## src/rtl/mrom_page_reader.sv

```systemverilog
module mrom_page_reader #(
  parameter int CLK_NS     = 10,
  parameter int T_RAND_NS  = 120,
  parameter int T_PAGE_NS  = 50,
  parameter int T_OE_NS    = 50,
  parameter int T_FLOAT_NS = 40,
  parameter int IDLE_CYC   = 16
) (
  input  logic        clk,
  input  logic        rst_n,
  input  logic        req,
  input  logic [19:0] addr,
  input  logic        wide,
  output logic        busy,
  output logic        valid,
  output logic [31:0] rdata,
  output logic [18:0] rom_addr,
  output logic        rom_lsb_o,
  output logic        rom_lsb_oe,
  input  logic        rom_lsb_i,
  input  logic [30:0] rom_d,
  output logic        rom_ce_n,
  output logic        rom_oe_n,
  output logic        rom_w
);
  localparam int TRA = (T_RAND_NS + CLK_NS - 1) / CLK_NS;
  localparam int TOE = (T_OE_NS + CLK_NS - 1) / CLK_NS;
  localparam int TP0 = (T_PAGE_NS + CLK_NS - 1) / CLK_NS;
  localparam int TF0 = (T_FLOAT_NS + CLK_NS - 1) / CLK_NS;
  localparam int TR  = (TRA > TOE) ? ((TRA < 1) ? 1 : TRA) : ((TOE < 1) ? 1 : TOE);
  localparam int TP  = (TP0 < 1) ? 1 : TP0;
  localparam int TF  = (TF0 < 1) ? 1 : TF0;
  localparam int CMX = (TR > TF) ? TR : TF;
  localparam int CW  = $clog2(CMX + 1) + 1;
  localparam int IW  = $clog2(IDLE_CYC + 1) + 1;
  localparam logic [CW-1:0] TR_L = CW'(TR - 1);
  localparam logic [CW-1:0] TP_L = CW'(TP - 1);
  localparam logic [CW-1:0] TF_L = CW'(TF - 1);

  typedef enum logic [1:0] {S_OFF, S_WAIT, S_HOLD, S_FLOAT} st_t;

  st_t           st;
  logic          sel, mode_q, pg_vld, pend, p_w, valid_q;
  logic [19:0]   a_q, p_a;
  logic [CW-1:0] cnt;
  logic [IW-1:0] idle;
  logic [31:0]   rdata_q;
  logic          hit;

  assign hit = pg_vld && (wide == mode_q) &&
               (wide ? (addr[18:2] == a_q[18:2]) : (addr[19:3] == a_q[19:3]));

  assign rom_addr   = mode_q ? a_q[18:0] : a_q[19:1];
  assign rom_lsb_o  = a_q[0];
  assign rom_lsb_oe = ~mode_q;
  assign rom_w      = mode_q;
  assign rom_ce_n   = ~sel;
  assign rom_oe_n   = ~sel;
  assign busy       = (st == S_WAIT) || (st == S_FLOAT);
  assign valid      = valid_q;
  assign rdata      = rdata_q;

  always_ff @(posedge clk or negedge rst_n) begin
    if (!rst_n) begin
      st <= S_OFF;
      sel <= 1'b0;
      mode_q <= 1'b0;
      pg_vld <= 1'b0;
      pend <= 1'b0;
      p_w <= 1'b0;
      a_q <= '0;
      p_a <= '0;
      cnt <= '0;
      idle <= '0;
      valid_q <= 1'b0;
      rdata_q <= '0;
    end else begin
      valid_q <= 1'b0;
      case (st)
        S_OFF: if (req) begin
          a_q <= addr;
          mode_q <= wide;
          sel <= 1'b1;
          pg_vld <= 1'b1;
          cnt <= TR_L;
          st <= S_WAIT;
        end
        S_WAIT: if (cnt == '0) begin
          valid_q <= 1'b1;
          rdata_q <= mode_q ? {rom_lsb_i, rom_d} : {16'h0, rom_d[15:0]};
          idle <= '0;
          st <= S_HOLD;
        end else begin
          cnt <= cnt - 1'b1;
        end
        S_HOLD: if (req) begin
          if (wide != mode_q) begin
            sel <= 1'b0;
            pg_vld <= 1'b0;
            pend <= 1'b1;
            p_a <= addr;
            p_w <= wide;
            cnt <= TF_L;
            st <= S_FLOAT;
          end else begin
            a_q <= addr;
            cnt <= hit ? TP_L : TR_L;
            pg_vld <= 1'b1;
            st <= S_WAIT;
          end
        end else if (idle == IW'(IDLE_CYC - 1)) begin
          sel <= 1'b0;
          pg_vld <= 1'b0;
          cnt <= TF_L;
          st <= S_FLOAT;
        end else begin
          idle <= idle + 1'b1;
        end
        S_FLOAT: if (cnt == '0) begin
          if (pend) begin
            pend <= 1'b0;
            a_q <= p_a;
            mode_q <= p_w;
            sel <= 1'b1;
            pg_vld <= 1'b1;
            cnt <= TR_L;
            st <= S_WAIT;
          end else begin
            st <= S_OFF;
          end
        end else begin
          cnt <= cnt - 1'b1;
        end
        default: st <= S_OFF;
      endcase
    end
  end

  logic [CW-1:0] gap_q;
  always_ff @(posedge clk or negedge rst_n) begin
    if (!rst_n)                     gap_q <= CW'(TF);
    else if (!rom_ce_n)             gap_q <= '0;
    else if (gap_q < CW'(TF))       gap_q <= gap_q + 1'b1;
  end

  a_r6_valid_one_cycle: assert property (@(posedge clk) disable iff (!rst_n)
    valid |=> !valid);

  a_r6_not_busy_on_valid: assert property (@(posedge clk) disable iff (!rst_n)
    valid |-> !busy);

  a_r8_float_gap: assert property (@(posedge clk) disable iff (!rst_n)
    $fell(rom_ce_n) |-> (gap_q >= CW'(TF)));

  a_r8_mode_frozen: assert property (@(posedge clk) disable iff (!rst_n)
    (!rom_ce_n && $past(!rom_ce_n)) |-> $stable(rom_w));

  a_r4_addr_held: assert property (@(posedge clk) disable iff (!rst_n)
    (busy && $past(busy) && !rom_ce_n && $past(!rom_ce_n)) |-> $stable(rom_addr));
endmodule

```

## config.mk

```make
export PLATFORM = sky130hd
export DESIGN_NAME = mrom_page_reader
export DESIGN_NICKNAME = d
export VERILOG_FILES = /design/src/rtl/mrom_page_reader.sv
export SDC_FILE = /design/constraint.sdc
export NUM_CORES = 1
export LEC_CHECK = 0
export ABC_AREA = 1
export BUFFER_PORTS_ARGS = -buffer_cell sky130_fd_sc_hd__buf_2
export CAP_MARGIN = 10
export CORE_ASPECT_RATIO = 1.1
export CORE_MARGIN = 8
export CORE_UTILIZATION = 48
export DETAILED_ROUTE_END_ITERATION = 7
export GPL_ROUTABILITY_DRIVEN = 0
export HOLD_SLACK_MARGIN = 0.15
export MAX_ROUTING_LAYER = met4
export PLACE_DENSITY = 0.77
export SETUP_SLACK_MARGIN = 0.1
export SLEW_MARGIN = 40
export SYNTH_ARGS = -nofsm -noshare
export SYNTH_HDL_FRONTEND = slang
export SYNTH_SLANG_ARGS = --single-unit
```

## constraint.sdc

```tcl
create_clock -name clk -period 1.5 [get_ports clk]
set_input_delay 0.15 -clock clk [delete_from_list [all_inputs] [get_ports clk]]
set_output_delay 0.15 -clock clk [all_outputs]
set_load 0.005 [all_outputs]
```

== After elaboration in Yosys (flattened, before gate mapping) ==
Index checks and enable logic that the tools add are counted.

* Flip-flop bits (word level): 91
* Input bits: 56
* Output and inout port bits: 58

* Reductions and logical operators: 19
* Bitwise gates (word level): 2
* Add/subtract/negate cells: 2
* Multiplexer cells: 50
* Eq/ne operators: 21

{| class="wikitable"
|+ Operator list
! operator !! number
|-
| $mux W20 || 5
|-
| $pmux W20 S3 || 1
|-
| $eq A17 B17 Y1 || 2
|-
| $mux W32 || 1
|-
| $mux W5 || 6
|-
| $pmux W5 S4 || 1
|-
| $reduce_and A4 Y1 || 5
|-
| $mux W19 || 1
|-
| $mux W1 || 18
|-
| $mux W6 || 3
|-
| $ne A2 B2 Y1 const B || 8
|-
| $mux W2 || 6
|-
| $pmux W6 S2 || 1
|-
| $reduce_and A6 Y1 || 2
|-
| $ne A3 B3 Y1 const B || 3
|-
| $mux W4 || 2
|-
| $pmux W2 S4 || 1
|-
| $add A6 B1 Y6 const B || 1
|-
| $eq A6 B4 Y1 const B || 1
|-
| $pmux W1 S3 || 2
|-
| $reduce_bool A2 Y1 || 3
|-
| $logic_not A5 Y1 || 1
|-
| $reduce_and A5 Y1 || 1
|-
| $sub A5 B1 Y5 const B || 1
|-
| 13 further kinds || 18
|}

== Depth between registers and ports, before layout ==
* Depth in word-level cells: 7
* Gate-level depth with buffers: 12
* Depth with buffers taken out: 10

== Worst setup path before layout ==
Ideal clock, no wire load.

* Path kind: flip-flop to flip-flop
* From: reg cnt[0]
* To: reg a_q[15]
* Cell stages (with the launch flop): 12
* Path buffers: 2
* Library setup time: 0.131 ns
* Setup slack: -0.064 ns
* Arrival: 1.433 ns
* Required time: 1.369 ns
* Cell sequence: dfrtp_1 -> inv_1 -> ha_1 -> nand4_2 -> nand2_1 -> inv_1 -> nor2_2 -> nand2_2 -> buf_6 -> buf_6 -> nand2_1 -> o21ai_0

* Word-level cells in the longest chain between the ends: 3

{| class="wikitable"
|+ RTL lines
! item !! RTL line !! source
|-
| from (decl) || 45 || <nowiki>logic [CW-1:0] cnt;</nowiki>
|-
| from (signal assigned) || 94 || <nowiki>cnt <= cnt - 1'b1;</nowiki>
|-
| from (signal assigned) || 107 || <nowiki>cnt <= hit ? TP_L : TR_L;</nowiki>
|-
| from (signal assigned) || 132 || <nowiki>cnt <= cnt - 1'b1;</nowiki>
|-
| $logic_not A5 Y1 || 119 || <nowiki>S_FLOAT: if (cnt == '0) begin</nowiki>
|-
| $ne A2 B1 Y1 (no source line) || -- ||
|-
| $reduce_and A6 Y1 (no source line) || -- ||
|-
| to (signal assigned) || 81 || <nowiki>a_q <= addr;</nowiki>
|-
| to (signal assigned) || 106 || <nowiki>a_q <= addr;</nowiki>
|-
| to (signal assigned) || 122 || <nowiki>a_q <= p_a;</nowiki>
|-
| to (decl) || 44 || <nowiki>logic [19:0] a_q, p_a;</nowiki>
|}

Every way passes these cells.
A chain may end at the register's enable or synchronous reset.

== Worst setup path after layout ==
* From: reg mode_q (netlist: rom_w)
* To: reg cnt[0]

* Word-level cells in the longest chain between the ends: 7

{| class="wikitable"
|+ RTL lines
! item !! RTL line !! source
|-
| from (decl) || 43 || <nowiki>logic sel, mode_q, pg_vld, pend, p_w, valid_q;</nowiki>
|-
| from (signal assigned) || 82 || <nowiki>mode_q <= wide;</nowiki>
|-
| from (signal assigned) || 123 || <nowiki>mode_q <= p_w;</nowiki>
|-
| $eq A1 B1 Y1 || 50 || <nowiki>assign hit = pg_vld && (wide == mode_q) &&</nowiki>
|-
| $logic_and A1 B1 Y1 (2 in series) || 50 ||
|-
| $mux W4 || 107 ||
|-
| $mux W4 (*) || 97 || <nowiki>if (wide != mode_q) begin</nowiki>
|-
| $mux W5 (*) || 96 || <nowiki>S_HOLD: if (req) begin</nowiki>
|-
| $pmux W5 S4 (*) || 79 || <nowiki>case (st)</nowiki>
|}

Mark *: on every way between the ends. The rest lies on a longest branch, timed or not.

==> metrics.csv <==
metric,value,unit
DRT Wirelength,19.2,mm
Tot GR Track Use,23.7,%
Post-DP HPWL,9.02,mm
DRT antenna net count,0,
Post-synth EDFFs,0,
vias per cell,5.79,
Initial Util,49.4,%
worst min-delay path category,primary input to register,
worst-case reg-to-reg path depth,9,
first-pass GRT wire length,24.2,mm
final hold viol count,0,
"Core Util, Final",78.6,%
setup violators final,83,
I/O pin cnt,114,
synthesized cell area,4640,um2
Area contributors post-synth,"dfrtp_1 (49%), nand2_1 (19%), o21ai_0 (8.1%)",
largest net degree at the start of global routing,49,
Hold Crit Start,addr[16],
Final Skew,0.0173,ns
Crit Path Category,register to register,
r2r startpoint,rom_w,
Overflow after GRT,0,
VDD IR max,0.00100,V
filler cell count,506,
Syn Nets,656,
CTS root buf,clkbuf_8,
Inserted Clock Buffers,9,
Worst Setup SP,rom_w,
Via Count,5453,
fin worst setup slack,-0.183,ns
status,"finished, violations left",
Setup crit end kind,register,
vias in the first global route,4962,
H-tree depth,3,
antenna violations before repair,0,
Initial DRC Count,614,
crit path DAT,1.93,ns
LEAKAGE,3.75,nW
max-slew violations,0,
die width,110,um
Worst Hold Endpoint,a_q[16],
Hold Path Depth,5,
# DRC,0,
fraction of registers with async set or reset after synthesis,100,%
Synth warnings,0,
Startpoint Class,register,
data required time of the worst path,1.75,ns
"Avg Cell Area, Syn",7.77,um2
worst reg2reg setup slack,-0.18,ns
r2r endpoint,cnt[0],
sequential fraction of the synthesis area,49.0,%
layout cells sized above 1,43.7,%
number of core rows,37,
Final Net Count,876,
library cells used by synthesis,33,
leading area contributor after synthesis,dfrtp_1,
fmax,594,MHz
slew margin rel.,65.6,%
drt wl/cell,20.4,um
Die Y,119,um
"Reg clk slew, reported paths",0.10,ns
pre-CTS setup slack,-0.107,ns
crit-path max FO,5,
Worst-Margin Slew,0.516,ns
Cells after Synth,598,
Core Area,9400,um2
max-cap viol count,0,
Port-buffer cells,113,
worst skew pair latency,0.37,ns
synth cell count leaders,"nand2_1 (229), dfrtp_1 (91), o21ai_0 (75), inv_1 (52), nor2_1 (29)",
Area Growth Syn to Fin,59.1,%
TritonCTS clock tree,yes,
FF+latch area,2280,um2
crit path time final,1.68,ns
power per cell area,2030,nW/um2
RSZ-0062 raised after global routing,yes,
"flops & latches, synth",91,
Multi-input gate area,2520,um2
Power Total,15.0,mW
DRT Pass-1 Iters,8,
ys flop type,dfrtp_1,
CTS Sinks,91,
fin crit share,112,%
die area,13100,um2
most frequent cell after synthesis,nand2_1,
post-synth top area share,49.0,%
failing checks,setup timing,
CTS Buffer Depth,2,
metrics by stage:
stage	setup TNS, ns	instances	hold WS [ns]	instance area [um2]
3_5_place_dp	-2.89	827	0.145	5450
2_1_floorplan	0	598	-0.146	4680
5_1_grt	-11.94	939	0.231	7380
3_3_place_gp	-0.0751	827	0.148	5450
6_report	-7.75	941	0.196	7390
4_1_cts	-0.173	913	0.164	6600
registers in the layout, indices dropped and copies added, names as in the netlist, 2 cells and up:
signal	count
cnt	5
idle	6
st	2
rdata	32
p_a	20
a_q	20
power by group:
part | total (mW) | internal, mW | switching [mW]
Clock | 1.79 | 0.855 | 0.933
Sequential | 4.63 | 3.60 | 1.03
Combinational | 8.55 | 3.75 | 4.80
Total | 15.0 | 8.20 | 6.77
area by class of cell:
type	count	share of cell area [%]
Timing Repair Buffer	235	26.4
Clock inverter	4	0.661
Antenna cell	2	0.0678
Tap cell	117	1.98
Sequential cell	91	30.9
Multi-Input combinational cell	420	34.1
Inverter	60	3.57
Clock buffer	11	2.05
Timing Repair inverter	1	0.220
worst max path at each step:
| stage | end | slack (ns) | cells past startpoint |
|---|---|---|---|
| 6_report | cnt[0] | -0.18 | 9 |
| 5_1_grt | cnt[1] | -0.21 | 9 |
| 4_1_cts | a_q[1] | -0.03 | 11 |
| 3_5_place_dp | rdata[1] | -0.11 | 8 |
| 3_3_place_gp | cnt[1] | -0.01 | 9 |
| 2_1_floorplan | a_q[15] | 0.04 | 11 |
layer usage:
| metal | wire (um) | GRT usage, % | vias to the layer above | part of all wire, % |
|---|---|---|---|---|
| li1 | - | - | 2320 | - |
| met3 | 1490 | 3.94 | 143 | 7.7 |
| met2 | 9650 | 40.3 | 382 | 50 |
| met5 | 0 | - | - | 0 |
| met1 | 6660 | 25.9 | 2608 | 35 |
| met4 | 1400 | 12.0 | 0 | 7.3 |
layout by cell type, fill, tap and decap left out, types with 6 or more instances in the layout:
cell,synthesis,final
a21oi_1,15,11
buf_12,1,9
buf_2,3,111
buf_4,1,40
buf_6,9,13
clkbuf_16,0,6
clkbuf_8,0,11
dfrtp_1,91,88
dlygate4sd3_1,0,53
inv_1,52,47
inv_2,3,7
nand2_1,229,178
nand2_2,12,38
nand2_4,1,25
nor2_1,29,15
nor2_2,3,6
nor2_4,4,15
o21ai_0,75,27
o21ai_1,17,31
o21ai_2,12,46
what timing repair did:
| item | CTS | global route |
|---|---|---|
| hold endpoints to repair | 135 | 0 |
| pin swaps | 15 | 33 |
| gates cloned | 5 | 9 |
| setup buffers | 13 | 18 |
| endpoints found under the setup margin | 110 | 111 |
| hold buffers | 53 | 0 |
| gates resized for setup | 81 | 152 |
worst max-delay path: stages, from the launching register on:
cell and delay (ns):
dfrtp_4 0.51, buf_12 0.16, nand2_2 0.09, nand2_4 0.08, nor2_4 0.11, nand2_2 0.09, nor2_4 0.12, nand4_1 0.19
nand2_1 0.13, o21ai_1 0.08
cell families (layout without fill, tap and decap cells):
logic type	after synthesis	after routing	share of synthesized area [%]
and+or+nand+nor	289	290	25.6
AOI/OAI and AO/OA	124	124	14.8
DFF	91	91	49.0
buffers and inverters	88	311	9.35
xor gates and xnor gates	4	4	0.754
adders and majority gates	2	2	0.539
other	0	2	0
Power figures use the tool's default switching activity.
